$ cat src/rtl/hc_pkg.sv
package hc_pkg;
  localparam int unsigned NPH = 3;

  typedef struct packed {
    logic [NPH-1:0] hi;
    logic [NPH-1:0] lo;
  } drive_t;

  localparam drive_t DRV_OFF = '{hi: '0, lo: '0};
endpackage

$ cat src/rtl/hc_lookup.sv
module hc_lookup
  import hc_pkg::*;
(
  input  logic [NPH-1:0] hall_i,
  input  logic           dir_i,
  input  logic           brake_n_i,
  input  logic           stop_i,
  output drive_t         tgt_o
);
  logic [NPH-1:0] code;

  // Reverse running is expressed as a per-bit inversion of the sensor code.
  for (genvar b = 0; b < NPH; b++) begin : g_inv
    assign code[b] = hall_i[b] ^ dir_i;
  end

  drive_t comm;

  always_comb begin
    unique case (code)
      3'b101:  comm = '{hi: 3'b010, lo: 3'b001};
      3'b100:  comm = '{hi: 3'b100, lo: 3'b001};
      3'b110:  comm = '{hi: 3'b100, lo: 3'b010};
      3'b010:  comm = '{hi: 3'b001, lo: 3'b010};
      3'b011:  comm = '{hi: 3'b001, lo: 3'b100};
      3'b001:  comm = '{hi: 3'b010, lo: 3'b100};
      default: comm = DRV_OFF;
    endcase
  end

  // Priority: stop, then brake, then commutation.
  always_comb begin
    if (stop_i)          tgt_o = DRV_OFF;
    else if (!brake_n_i) tgt_o = '{hi: '1, lo: '0};
    else                 tgt_o = comm;
  end
endmodule

$ cat src/rtl/hc_interlock.sv
module hc_interlock
  import hc_pkg::*;
#(
  parameter int unsigned DEAD_CYC = 16
) (
  input  logic   clk,
  input  logic   rst_n,
  input  drive_t tgt_i,
  output drive_t cur_o
);
  localparam int unsigned CW = (DEAD_CYC < 1) ? 1 : $clog2(DEAD_CYC + 1);

  drive_t        cur;
  logic [CW-1:0] cnt;
  logic          clash;

  // A leg clashes when the target turns on the partner of a switch that is on now.
  assign clash = |((tgt_i.hi & cur.lo) | (tgt_i.lo & cur.hi));

  always_ff @(posedge clk) begin
    if (!rst_n) begin
      cur <= DRV_OFF;
      cnt <= '0;
    end else if (cnt != '0) begin
      cur <= DRV_OFF;
      cnt <= cnt - 1'b1;
    end else if (clash) begin
      cur <= DRV_OFF;
      cnt <= CW'(DEAD_CYC);
    end else begin
      cur <= tgt_i;
    end
  end

  assign cur_o = cur;

  // the applied pattern never hands a leg straight from one switch to its partner.
  a_r8_no_direct_swap: assert property (@(posedge clk) disable iff (!rst_n)
    ((cur.hi & $past(cur.lo)) == '0) && ((cur.lo & $past(cur.hi)) == '0));

  // while the dead-time counter runs, nothing is applied.
  a_r8_quiet_window: assert property (@(posedge clk) disable iff (!rst_n)
    ($past(cnt) != '0) |-> (cur == DRV_OFF));
endmodule

$ cat src/rtl/hall_commutator.sv
module hall_commutator
  import hc_pkg::*;
#(
  parameter int unsigned DEAD_CYC = 16
) (
  input  logic       clk,
  input  logic       rst_n,
  input  logic [2:0] hall_i,
  input  logic       dir_i,
  input  logic       brake_n_i,
  input  logic       stop_i,
  input  logic       pwm_i,
  output logic [2:0] hi_en_o,
  output logic [2:0] lo_en_o
);
  drive_t tgt;
  drive_t cur;
  logic   brake_pat;

  hc_lookup u_lookup (
    .hall_i    (hall_i),
    .dir_i     (dir_i),
    .brake_n_i (brake_n_i),
    .stop_i    (stop_i),
    .tgt_o     (tgt)
  );

  hc_interlock #(.DEAD_CYC(DEAD_CYC)) u_interlock (
    .clk   (clk),
    .rst_n (rst_n),
    .tgt_i (tgt),
    .cur_o (cur)
  );

  // All three high sides on can only be the brake pattern; it is never chopped.
  assign brake_pat = &cur.hi;

  always_ff @(posedge clk) begin
    if (!rst_n) begin
      hi_en_o <= '0;
      lo_en_o <= '0;
    end else begin
      hi_en_o <= cur.hi & {NPH{pwm_i | brake_pat}};
      lo_en_o <= cur.lo;
    end
  end

  // no phase ever has both switches enabled.
  a_r8_no_shoot: assert property (@(posedge clk) disable iff (!rst_n)
    (hi_en_o & lo_en_o) == '0);

  // two edges after stop is seen, every enable is low.
  a_r6_stop_off: assert property (@(posedge clk) disable iff (!rst_n)
    $past(stop_i, 2) |-> (hi_en_o == '0 && lo_en_o == '0));

  // an invalid code without brake or stop leads to all-off.
  a_r4_invalid_off: assert property (@(posedge clk) disable iff (!rst_n)
    $past((hall_i == 3'b000 || hall_i == 3'b111) && brake_n_i && !stop_i, 2)
      |-> (hi_en_o == '0 && lo_en_o == '0));

  // at most one low side, and one high side unless braking.
  a_r1_pair_shape: assert property (@(posedge clk) disable iff (!rst_n)
    $onehot0(lo_en_o) && ($onehot0(hi_en_o) || hi_en_o == 3'b111));

  // outputs are low in the cycle after a reset edge.
  a_r10_reset_low: assert property (@(posedge clk)
    !$past(rst_n) |-> (hi_en_o == '0 && lo_en_o == '0));
endmodule

$ cat config.mk
export PLATFORM = sky130hd
export DESIGN_NAME = hall_commutator
export DESIGN_NICKNAME = d
export VERILOG_FILES = /design/src/rtl/hc_pkg.sv /design/src/rtl/hc_lookup.sv /design/src/rtl/hc_interlock.sv /design/src/rtl/hall_commutator.sv
export SDC_FILE = /design/constraint.sdc
export NUM_CORES = 1
export LEC_CHECK = 0
export BUFFER_PORTS_ARGS = -buffer_cell sky130_fd_sc_hd__buf_2
export CORE_MARGIN = 5
export CORE_UTILIZATION = 25
export CTS_BUF_LIST = sky130_fd_sc_hd__clkbuf_8
export DETAILED_ROUTE_END_ITERATION = 8
export PLACE_DENSITY = 0.46
export SLEW_MARGIN = 10
export SYNTH_ARGS = -nofsm -noshare
export SYNTH_HDL_FRONTEND = slang
export SYNTH_SLANG_ARGS = --single-unit
$ cat constraint.sdc
create_clock -name clk -period 3.8 [get_ports clk]
set_clock_uncertainty 0.05 [all_clocks]
set_input_delay 0.57 -clock clk [delete_from_list [all_inputs] [get_ports clk]]
set_output_delay 0.57 -clock clk [all_outputs]
set_load 0.01 [all_outputs]
==> results by group, run 1 <==
Min path
  – Worst Hold Class: flip-flop to flip-flop

Worst setup path
  – Critical path type: flip-flop to flip-flop
  – Critical Path Source Type: flip-flop
  – CP arrival: about 2.1 ns
  – Setup crit end kind: flip-flop
  – Required time worst endpoint: about 3.9 ns
  – Max FO, Critical Path: 9

Routing
  – Drt total wl: about 1900 µm
  – DR vias: approximately 740
  – Drt first pass iters: 4
  – DRC viols: 0
  – Post-DR wirelength/cell: roughly 12 µm
  – Antenna Nets Post-Route: 0
  – Initial DRC count: 38
  – Vias/cell: 4.73

Synth
  – Post-synth top flop: dfxtp_1
  – Post-synth cell types: 33
  – EDFF count, synth: 0
  – Synthesized area per cell: 9.02 µm²
  – Mapped Nets: 105
  – Cells after Synth: 95
  – Cell area after synthesis: between 800 and 900 µm²
  – Async SR Flop Fraction: 0
  – Synthesis-stage register bit count: 17
  – Sequential area share after synthesis: 0.397
  – Yosys Warn Count: 0

Clocking
  – Worst-Skew Late Latency: 0.24 ns
  – Clock transition at path regs: ~0.06 ns
  – Clock Sinks: 17
  – CTS buffer count: 3
  – Clock buffer depth: 2
  – CTS H-tree depth: 1
  – Post-CTS sizing: 0
  – Post-CTS Setup Repair Bufs: 0
  – CTS tree: built
  – Root buffer cell: clkbuf_8
  – CTS Hold Bufs: 0

STA
  – Setup violators final: 0
  – Slew HR: 0.728
  – Crit share post-route: 0.534
  – Worst-margin pin slew: about 0.41 ns
  – Fin crit period: between 2 and 2.5 ns
  – Final Slew Violations: 0
  – Max Fclk: 0.493 GHz
  – Setup TNS Final: 0 ns
  – Hold_ws: just over 0.4 ns
  – RSZ-0062 raised after global routing: false
  – Final hold violations: 0

Status
  – Status: complete, no violations

Finish
  – Nets@finish: roughly 120
  – Layout cells sized above 1: 0.225
  – Area Growth Syn to Fin: 18.4%
  – Highest-count cells in the layout ignoring fill and taps: 17 x dfxtp_1, 14 x buf_2, 13 x nand2_1, 8 x nand2b_1, 7 x nor3_1
  – Most common cell after layout, fill and taps aside: dfxtp_1
  – Antenna diode count: 0

Power
  – Tot Pwr: 529 µW
  – Logic gate share of total power: 0.332
  – P_leak: approximately 0.00042 µW
  – VDD IR-drop max: approximately 0.13 mV
  – P_int: roughly 360 µW
  – Clock Power Share: 0.243
  – Sw Ratio: 0.322
  – Power Dens Cells: 521 mW/mm²
  – Reg power frac: 0.426
  – Sw Pwr: roughly 170 µW

Global routing
  – Initial antenna violation count: 0
  – Vias in the first global route: roughly 720
  – Largest net degree at the start of global routing: 15
  – Global-route wire length before repair: about 3200 µm
  – Global route overflow: 0
  – GRT Overall Usage: 0.0891

Floorplan
  – Initial core utilization: 0.257
  – Die height: roughly 69 µm
  – Chip width: 68.6 µm
  – Core Area: 0.00334 mm²
  – # IOs: 15
  – Row cnt: 21
  – Die area: about 0.0047 mm²

Run
  – MaxCap Viol Count: 0

Placed design
  – Placer Congestion: 0.839
  – IO buf count: 14
  – Hpwl dp: about 1400 µm
[power by group through the flow]
stage / clock network, µW / logic [µW] / registers (µW)
6_report: 128 / 175 / 225
5_1_grt: 145 / 196 / 229
4_1_cts: 137 / 177 / 226
3_5_place_dp: 0 / 177 / 229
3_3_place_gp: 0 / 173 / 229
2_1_floorplan: 0 / 156 / 224
[critical path, cell delays in order, from the launching register on]
cell and delay (ns):
dfxtp_1 0.33, inv_1 0.08, ha_1 0.22, nand2b_4 0.07, or3_4 0.37, a2111o_1 0.46, o41ai_4 0.37
[metrics by stage]
stage | cells | worst slack (ns) | util | area [µm²]
finish | 157 | 1.77 | 0.304 | 1010
global route | 157 | 1.69 | 0.304 | 1010
CTS | 157 | 1.76 | 0.304 | 1010
detailed placement | 153 | 1.75 | 0.291 | 970
global placement | 153 | 1.78 | 0.291 | 970
floorplan | 95 | 1.95 | - | 857
[state kept, by name (all words and copies together), names as in the netlist]
signal	flops
u_interlock.cur_o	6
u_interlock.cnt	5
hi_en_o	3
lo_en_o	3
[worst paths after layout]
path                                      startpoint            endpoint  slack [ns]  cells past startpoint
worst max-delay path              u_interlock.cnt[0]  u_interlock.cnt[1]        1.77                      6
worst min-delay path            u_interlock.cur_o[0]          lo_en_o[0]        0.40                      1
worst max register to register    u_interlock.cnt[0]  u_interlock.cnt[1]        1.77                      6
worst min register to register  u_interlock.cur_o[0]          lo_en_o[0]        0.40                      1
[synth_stat cells, drive strengths merged, types with 2 or more instances]
cell | number | area, µm²
or3b | 2 | 17.5
and3 | 2 | 12.5
a22oi | 3 | 22.5
nand2b | 9 | 63.8
dfxtp | 17 | 340
a21oi | 6 | 30.0
nor3 | 7 | 35.0
nor2 | 4 | 15.0
inv | 3 | 11.3
nand2 | 13 | 48.8
and2 | 4 | 25.0
nand3b | 5 | 37.5
a221oi | 2 | 23.8
[per-layer routing]
metal	global-route usage	part of all wire
met1	0.107	0.45
met2	0.155	0.49
met3	0.0211	0.053
met4	0.0298	0.010
met5	0	0
[cells by family (layout without fill, tap and decap cells)]
group / after synthesis / count (layout) / synth area share
AO/OA/AOI/OAI: 19 / 19 / 0.194
XOR/XNOR: 1 / 1 / 0.0102
adder cells (fa/ha/maj): 1 / 1 / 0.0146
buffers and inverters: 5 / 21 / 0.0307
flip-flops: 17 / 17 / 0.397
multiplexers: 1 / 1 / 0.0117
AND/OR/NAND/NOR: 51 / 51 / 0.342
[cell type report]
cell class / instances / area (µm²)
Clock inverter: 1 / 3.75
Clock buffer: 3 / 41.3
Timing Repair Buffer: 14 / 70.1
Tap cell: 46 / 57.6
Fill cell: 364 / 2320
Inverter: 3 / 11.3
Multi-Input combinational cell: 73 / 490
Sequential cell: 17 / 340
Note: power is estimated with default switching activity, not from simulation.
==> run 2: changes to the inputs <==
--- a/config.mk
+++ b/config.mk
@@ -10,7 +10,7 @@
 export CORE_UTILIZATION = 25
 export CTS_BUF_LIST = sky130_fd_sc_hd__clkbuf_8
 export DETAILED_ROUTE_END_ITERATION = 8
-export PLACE_DENSITY = 0.46
+export PLACE_DENSITY = 0.47
 export SLEW_MARGIN = 10
 export SYNTH_ARGS = -nofsm -noshare
 export SYNTH_HDL_FRONTEND = slang
==> constraint.sdc (replaced) <==
create_clock -name clk -period 1.7 [get_ports clk]
set_clock_uncertainty 0.05 [all_clocks]
set_input_delay 0.255 -clock clk [delete_from_list [all_inputs] [get_ports clk]]
set_output_delay 0.255 -clock clk [all_outputs]
set_load 0.01 [all_outputs]
==> run 2 against run 1 <==
Net effect: the run now ends with negative setup slack left; die area is the same; combinational power rose to 3.0 times the previous value; clock-buffer cell count unchanged; cell area is 12% higher; worst setup slack worse by 1.8 ns; register-to-register slack got worse by 1.8 ns; clock power increased by 140%; critical endpoint is now u_interlock.cnt[4]; largest cell class unchanged; largest power group is now combinational cells.
==> results by group, run 2 (synthesis results as in run 1) <==
Status
  – Status: finished with violations
  – Failing checks: negative setup slack

STA
  – Max Fclk: approximately 0.58 GHz
  – Setup TNS Final: -0.0609 ns
  – Fin worst setup slack: -0.0369 ns
  – Setup violators final: 4
  – Fin crit period: about 1.7 ns
  – Final hold violations: 0
  – Worst-margin pin slew: between 0.3 and 0.4 ns
  – Slew HR: 0.771
  – Crit share post-route: 1.02
  – RSZ-0062 raised after global routing: true
  – Final Slew Violations: 0

Global routing
  – Initial antenna violation count: 0
  – Global-route wire length before repair: roughly 3400 µm
  – Largest net degree at the start of global routing: 15
  – GRT Overall Usage: 0.0982
  – Vias in the first global route: between 800 and 900
  – Global route overflow: 0

Worst setup path
  – Critical path type: flip-flop to flip-flop
  – Critical Path Source Type: flip-flop
  – Setup crit end kind: flip-flop
  – Cells along the critical path: inv_2, ha_4, nand2b_4, or3_4, a2111o_1, o211a_1
  – Max FO, Critical Path: 5
  – R2R Path Start: u_interlock.cnt[0]
  – Required time worst endpoint: 1.80 ns
  – R2r worst-path depth: 6
  – CP Launch Point: u_interlock.cnt[0]
  – Crit path max-delay family: compound AO/OA/AOI/OAI gates
  – CP arrival: ~1.8 ns
  – Buf+Inv Stages, Crit Path: 1
  – Largest stage delay on the critical path: roughly 0.4 ns
  – Slowest stage cell, crit path: a2111o_1
  – R2R Path End: u_interlock.cnt[4]
  – Worst R2R Setup Slack: -0.04 ns

Clocking
  – Worst-Skew Late Latency: 0.25 ns
  – Clock transition at path regs: 0.07 ns
  – CTS buffer count: 3
  – Clock Sinks: 17
  – Root buffer cell: clkbuf_8
  – CTS tree: built
  – Clock buffer depth: 2
  – CTS H-tree depth: 1
  – Post-CTS Setup Repair Bufs: 0

Power
  – P_int: ~900 µW
  – Sw Ratio: 0.327
  – P_leak: 0.000482 µW
  – Logic gate share of total power: 0.391
  – Sw Pwr: 435 µW
  – Reg power frac: 0.379
  – VDD IR-drop max: around 0.33 mV
  – Clock Power Share: 0.230
  – Power Dens Cells: 1170 mW/mm²

Placed design
  – Placer Congestion: 0.793
  – IO buf count: 14
  – Worst slack, placed: -0.150 ns
  – Hpwl dp: between 1500 and 2000 µm

Finish
  – Highest-count cells in the layout ignoring fill and taps: 15 x dfxtp_1, 14 x buf_2, 13 x nand2_1, 11 x buf_4, 8 x nand2b_1
  – Antenna diode count: 0
  – Area Growth Syn to Fin: 32.4%
  – Nets@finish: about 130
  – Layout cells sized above 1: 0.358
  – Max reg flops: 6
  – Most common cell after layout, fill and taps aside: dfxtp_1
  – Filler cells: between 300 and 400

Run
  – MaxCap Viol Count: 0

Routing
  – Met2 Wirelength: between 1000 and 1500 µm
  – Post-DR wirelength/cell: between 10 and 15 µm
  – DRT met1 WL: roughly 840 µm
  – Max layer used: met4
  – Drt total wl: 2010 µm
  – Antenna Nets Post-Route: 0
  – Initial DRC count: 16
  – DR vias: roughly 780
  – WL met3: roughly 80 µm
  – Drt first pass iters: 4
  – DRC viols: 0
  – Vias/cell: ~4.6

Min path
  – Hold Path Depth: 3
  – Worst Hold Class: primary input to flip-flop
  – Hold_sp: pwm_i
  – WHS Endpoint: hi_en_o[1]

Floorplan
  – Core Area: between 0.003 and 0.004 mm²
  – # IOs: 15
  – Die area: approximately 0.0047 mm²
  – Chip width: 68.6 µm
  – Initial core utilization: 0.257
  – Die height: 68.6 µm
  – Row cnt: 21
run 2: layout make-up:
cell class | instances | area, µm² | share of cell area
clock buffers | 3 | 41.3 | 0.0364
repair buffers | 25 | 153 | 0.135
multi-input cells | 74 | 524 | 0.462
well taps | 46 | 57.6 | 0.0507
clock inverters | 1 | 5.00 | 0.00441
inverters | 3 | 11.3 | 0.00992
flip-flops and latches | 17 | 343 | 0.302
run 2: stage by stage:
stage	std cells	instance area, µm²	hold WS [ns]	util	total power, µW
5_1_grt	169	1130	0.204	0.340	1430
3_5_place_dp	164	1070	0.416	0.320	1010
2_1_floorplan	95	872	0.322	-	883
3_3_place_gp	164	1070	0.407	0.320	998
6_report	169	1130	0.206	0.340	1330
4_1_cts	169	1120	0.199	0.337	1340
run 2: what timing repair did:
action | CTS | global route
hold endpoints to repair | 0 | 0
pin swaps | 5 | 0
endpoints found under the setup margin | 9 | 7
hold buffers | 0 | 0
resized for setup | 0 | 2
cloned | 1 | 0
run 2: per-layer routing:
metal | GRT usage | up-vias
met5 | 0 | -
met4 | 0.0298 | 0
met3 | 0.0243 | 2
met2 | 0.179 | 16
met1 | 0.111 | 366
li1 | - | 398
run 2: worst max path at each step:
| stage | end | slack, ns | depth (start not counted) |
|---|---|---|---|
| after floorplan | u_interlock.cnt[4] | -0.08 | 7 |
| after CTS | u_interlock.cnt[4] | -0.05 | 6 |
| after detailed placement | u_interlock.cnt[4] | -0.15 | 6 |
| after global routing | u_interlock.cur_o[1] | -0.11 | 6 |
| after global placement | u_interlock.cur_o[4] | -0.14 | 6 |
| final | u_interlock.cnt[4] | -0.04 | 6 |
run 2: power groups by stage:
stage / Sequential [µW] / Clock (µW) / Combinational, µW
final: 505 / 305 / 520
after global placement: 510 / 0 / 489
after global routing: 511 / 332 / 589
after floorplan: 508 / 0 / 374
after CTS: 505 / 315 / 518
after detailed placement: 514 / 0 / 500
run 2: worst reg2reg max path, stage by stage, from the launching register on:
cell      delay (ns)
dfxtp_2         0.32
inv_2           0.07
ha_4            0.15
nand2b_4        0.06
or3_4           0.34
a2111o_1        0.40
o211a_1         0.25
==> run 3: changes to the inputs <==
--- a/config.mk
+++ b/config.mk
@@ -6,11 +6,13 @@
 export NUM_CORES = 1
 export LEC_CHECK = 0
 export BUFFER_PORTS_ARGS = -buffer_cell sky130_fd_sc_hd__buf_2
+export CELL_PAD_IN_SITES_DETAIL_PLACEMENT = 1
+export CELL_PAD_IN_SITES_GLOBAL_PLACEMENT = 2
 export CORE_MARGIN = 5
 export CORE_UTILIZATION = 25
 export CTS_BUF_LIST = sky130_fd_sc_hd__clkbuf_8
 export DETAILED_ROUTE_END_ITERATION = 8
-export PLACE_DENSITY = 0.47
+export PLACE_DENSITY = 0.68
 export SLEW_MARGIN = 10
 export SYNTH_ARGS = -nofsm -noshare
 export SYNTH_HDL_FRONTEND = slang
==> run 3 against run 2 <==
Net effect: the flow still finishes with violations (negative setup slack); cell count fell by 0.59%; combinational power rose by 6.5%; via count rose by 1.3%; die area did not move; clock power fell by 2%.
==> results by group, run 3 (synthesis results as in run 1) <==
Global routing
  – Vias in the first global route: 866
  – Global-route wire length before repair: around 3800 µm
  – Largest net degree at the start of global routing: 15
  – Initial antenna violation count: 0
  – GRT Overall Usage: 0.111
  – Global route overflow: 0

Floorplan
  – # IOs: 15
  – Core Area: 0.00334 mm²
  – Die area: between 0.004 and 0.005 mm²
  – Die height: 68.6 µm
  – Chip width: around 69 µm
  – Row cnt: 21
  – Initial core utilization: 0.257

Worst setup path
  – Required time worst endpoint: 1.80 ns
  – Critical Path Source Type: flip-flop
  – R2r worst-path depth: 6
  – Worst R2R Setup Slack: -0.04 ns
  – Setup crit end kind: flip-flop
  – CP arrival: around 1.8 ns
  – R2R Path End: u_interlock.cnt[4]
  – Critical path type: flip-flop to flip-flop
  – R2R Path Start: u_interlock.cnt[0]
  – Max FO, Critical Path: 5

STA
  – Final Slew Violations: 0
  – Final hold violations: 0
  – Worst-margin pin slew: slightly below 0.4 ns
  – RSZ-0062 raised after global routing: true
  – Fin worst setup slack: -0.0434 ns
  – Max Fclk: 0.574 GHz
  – Setup violators final: 2
  – Crit share post-route: 1.03
  – Slew HR: 0.737
  – Fin crit period: between 1.5 and 2 ns

Finish
  – Post-layout util: 0.334
  – Antenna diode count: 0
  – Non-Filler Instances: about 170
  – Highest-count cells in the layout ignoring fill and taps: 15 x dfxtp_1, 14 x buf_2, 13 x nand2_1, 10 x buf_4, 8 x nand2b_1
  – Nets@finish: 133
  – Max reg flops: 6
  – Area Growth Syn to Fin: 30.2%
  – Most common cell after layout, fill and taps aside: dfxtp_1
  – Final instance area: around 0.0011 mm²
  – Layout cells sized above 1: 0.328

Power
  – Tot Pwr: 1360 µW
  – VDD IR-drop max: 0.428 mV
  – P_leak: 0.000475 µW
  – Power Dens Cells: 1220 mW/mm²

Clocking
  – CTS buffer count: 3
  – Root buffer cell: clkbuf_8
  – Clock buffer depth: 2
  – Worst-Skew Late Latency: roughly 0.25 ns
  – Clock transition at path regs: roughly 0.070 ns
  – CTS tree: built
  – Post-CTS sizing: 0
  – Clock Sinks: 17
  – CTS H-tree depth: 1
  – CTS Hold Bufs: 0

Routing
  – Initial DRC count: 12
  – Antenna Nets Post-Route: 0
  – DR vias: slightly below 800
  – Drt first pass iters: 4
  – DRC viols: 0
  – Drt total wl: about 2200 µm
  – Post-DR wirelength/cell: 13.2 µm
  – Vias/cell: between 4 and 5

Run
  – MaxCap Viol Count: 0

Status
  – Failing checks: negative setup slack
  – Status: finished with violations

Min path
  – WHS Endpoint: hi_en_o[0]
  – Hold Path Depth: 3
  – Worst Hold Class: primary input to flip-flop
  – Hold_sp: pwm_i

Placed design
  – Worst slack, placed: -0.164 ns
  – Placed inst area: roughly 0.0010 mm²
  – Placer Congestion: ~0.71
  – IO buf count: 14
  – Hpwl dp: 1700 µm
  – Placed insts: 161
-- run 3: per-stage QoR --
stage	hold WS, ns	TNS [ns]
2_1_floorplan	0.322	-0.224
3_3_place_gp	0.411	-0.851
3_5_place_dp	0.409	-1.07
4_1_cts	0.193	-0.0822
5_1_grt	0.211	-0.390
6_report	0.199	-0.0599
-- run 3: area by class of cell --
type / count / area [µm²]
fill: 407 / 2220
multi-input combinational: 74 / 514
sequential: 17 / 343
timing repair buffer: 24 / 145
tap: 46 / 57.6
clock buffer: 3 / 41.3
inverter: 3 / 11.3
clock inverter: 1 / 3.75
-- run 3: worst max-delay path, stage by stage, from the launching register on --
cell and delay, ns:
dfxtp_2 0.32, inv_2 0.07, ha_4 0.14, nand2b_4 0.05, or3_4 0.34, a2111o_1 0.41, o211a_1 0.26
-- run 3: timing repair --
action | 4_1_cts | 5_1_grt
setup endpoints to repair | 9 | 6
cloned | 1 | 0
pin swaps | 5 | 0
buffers inserted | 1 | 1
-- run 3: layer usage --
| metal | vias up | global-route usage | part of all wire |
|---|---|---|---|
| met5 | - | 0 | 0 |
| met4 | 0 | 0.0298 | 0.0095 |
| met3 | 4 | 0.0357 | 0.042 |
| met2 | 12 | 0.193 | 0.51 |
| met1 | 378 | 0.130 | 0.43 |
| li1 | 398 | - | - |
-- run 3: power by group --
| group | switching [µW] | internal, µW | total (µW) |
|---|---|---|---|
| registers | 39.5 | 463 | 502 |
| clock network | 140 | 160 | 300 |
| logic | 257 | 297 | 554 |
| total | 436 | 920 | 1360 |
-- run 3: worst max-delay path by stage --
stage	to	from	depth (start not counted)
3_3_place_gp	u_interlock.cnt[4]	u_interlock.cnt[0]	6
3_5_place_dp	u_interlock.cnt[4]	u_interlock.cnt[1]	6
4_1_cts	u_interlock.cnt[4]	u_interlock.cnt[0]	6
6_report	u_interlock.cnt[4]	u_interlock.cnt[0]	6
5_1_grt	u_interlock.cur_o[4]	u_interlock.cnt[0]	6
2_1_floorplan	u_interlock.cnt[4]	u_interlock.cnt[1]	7
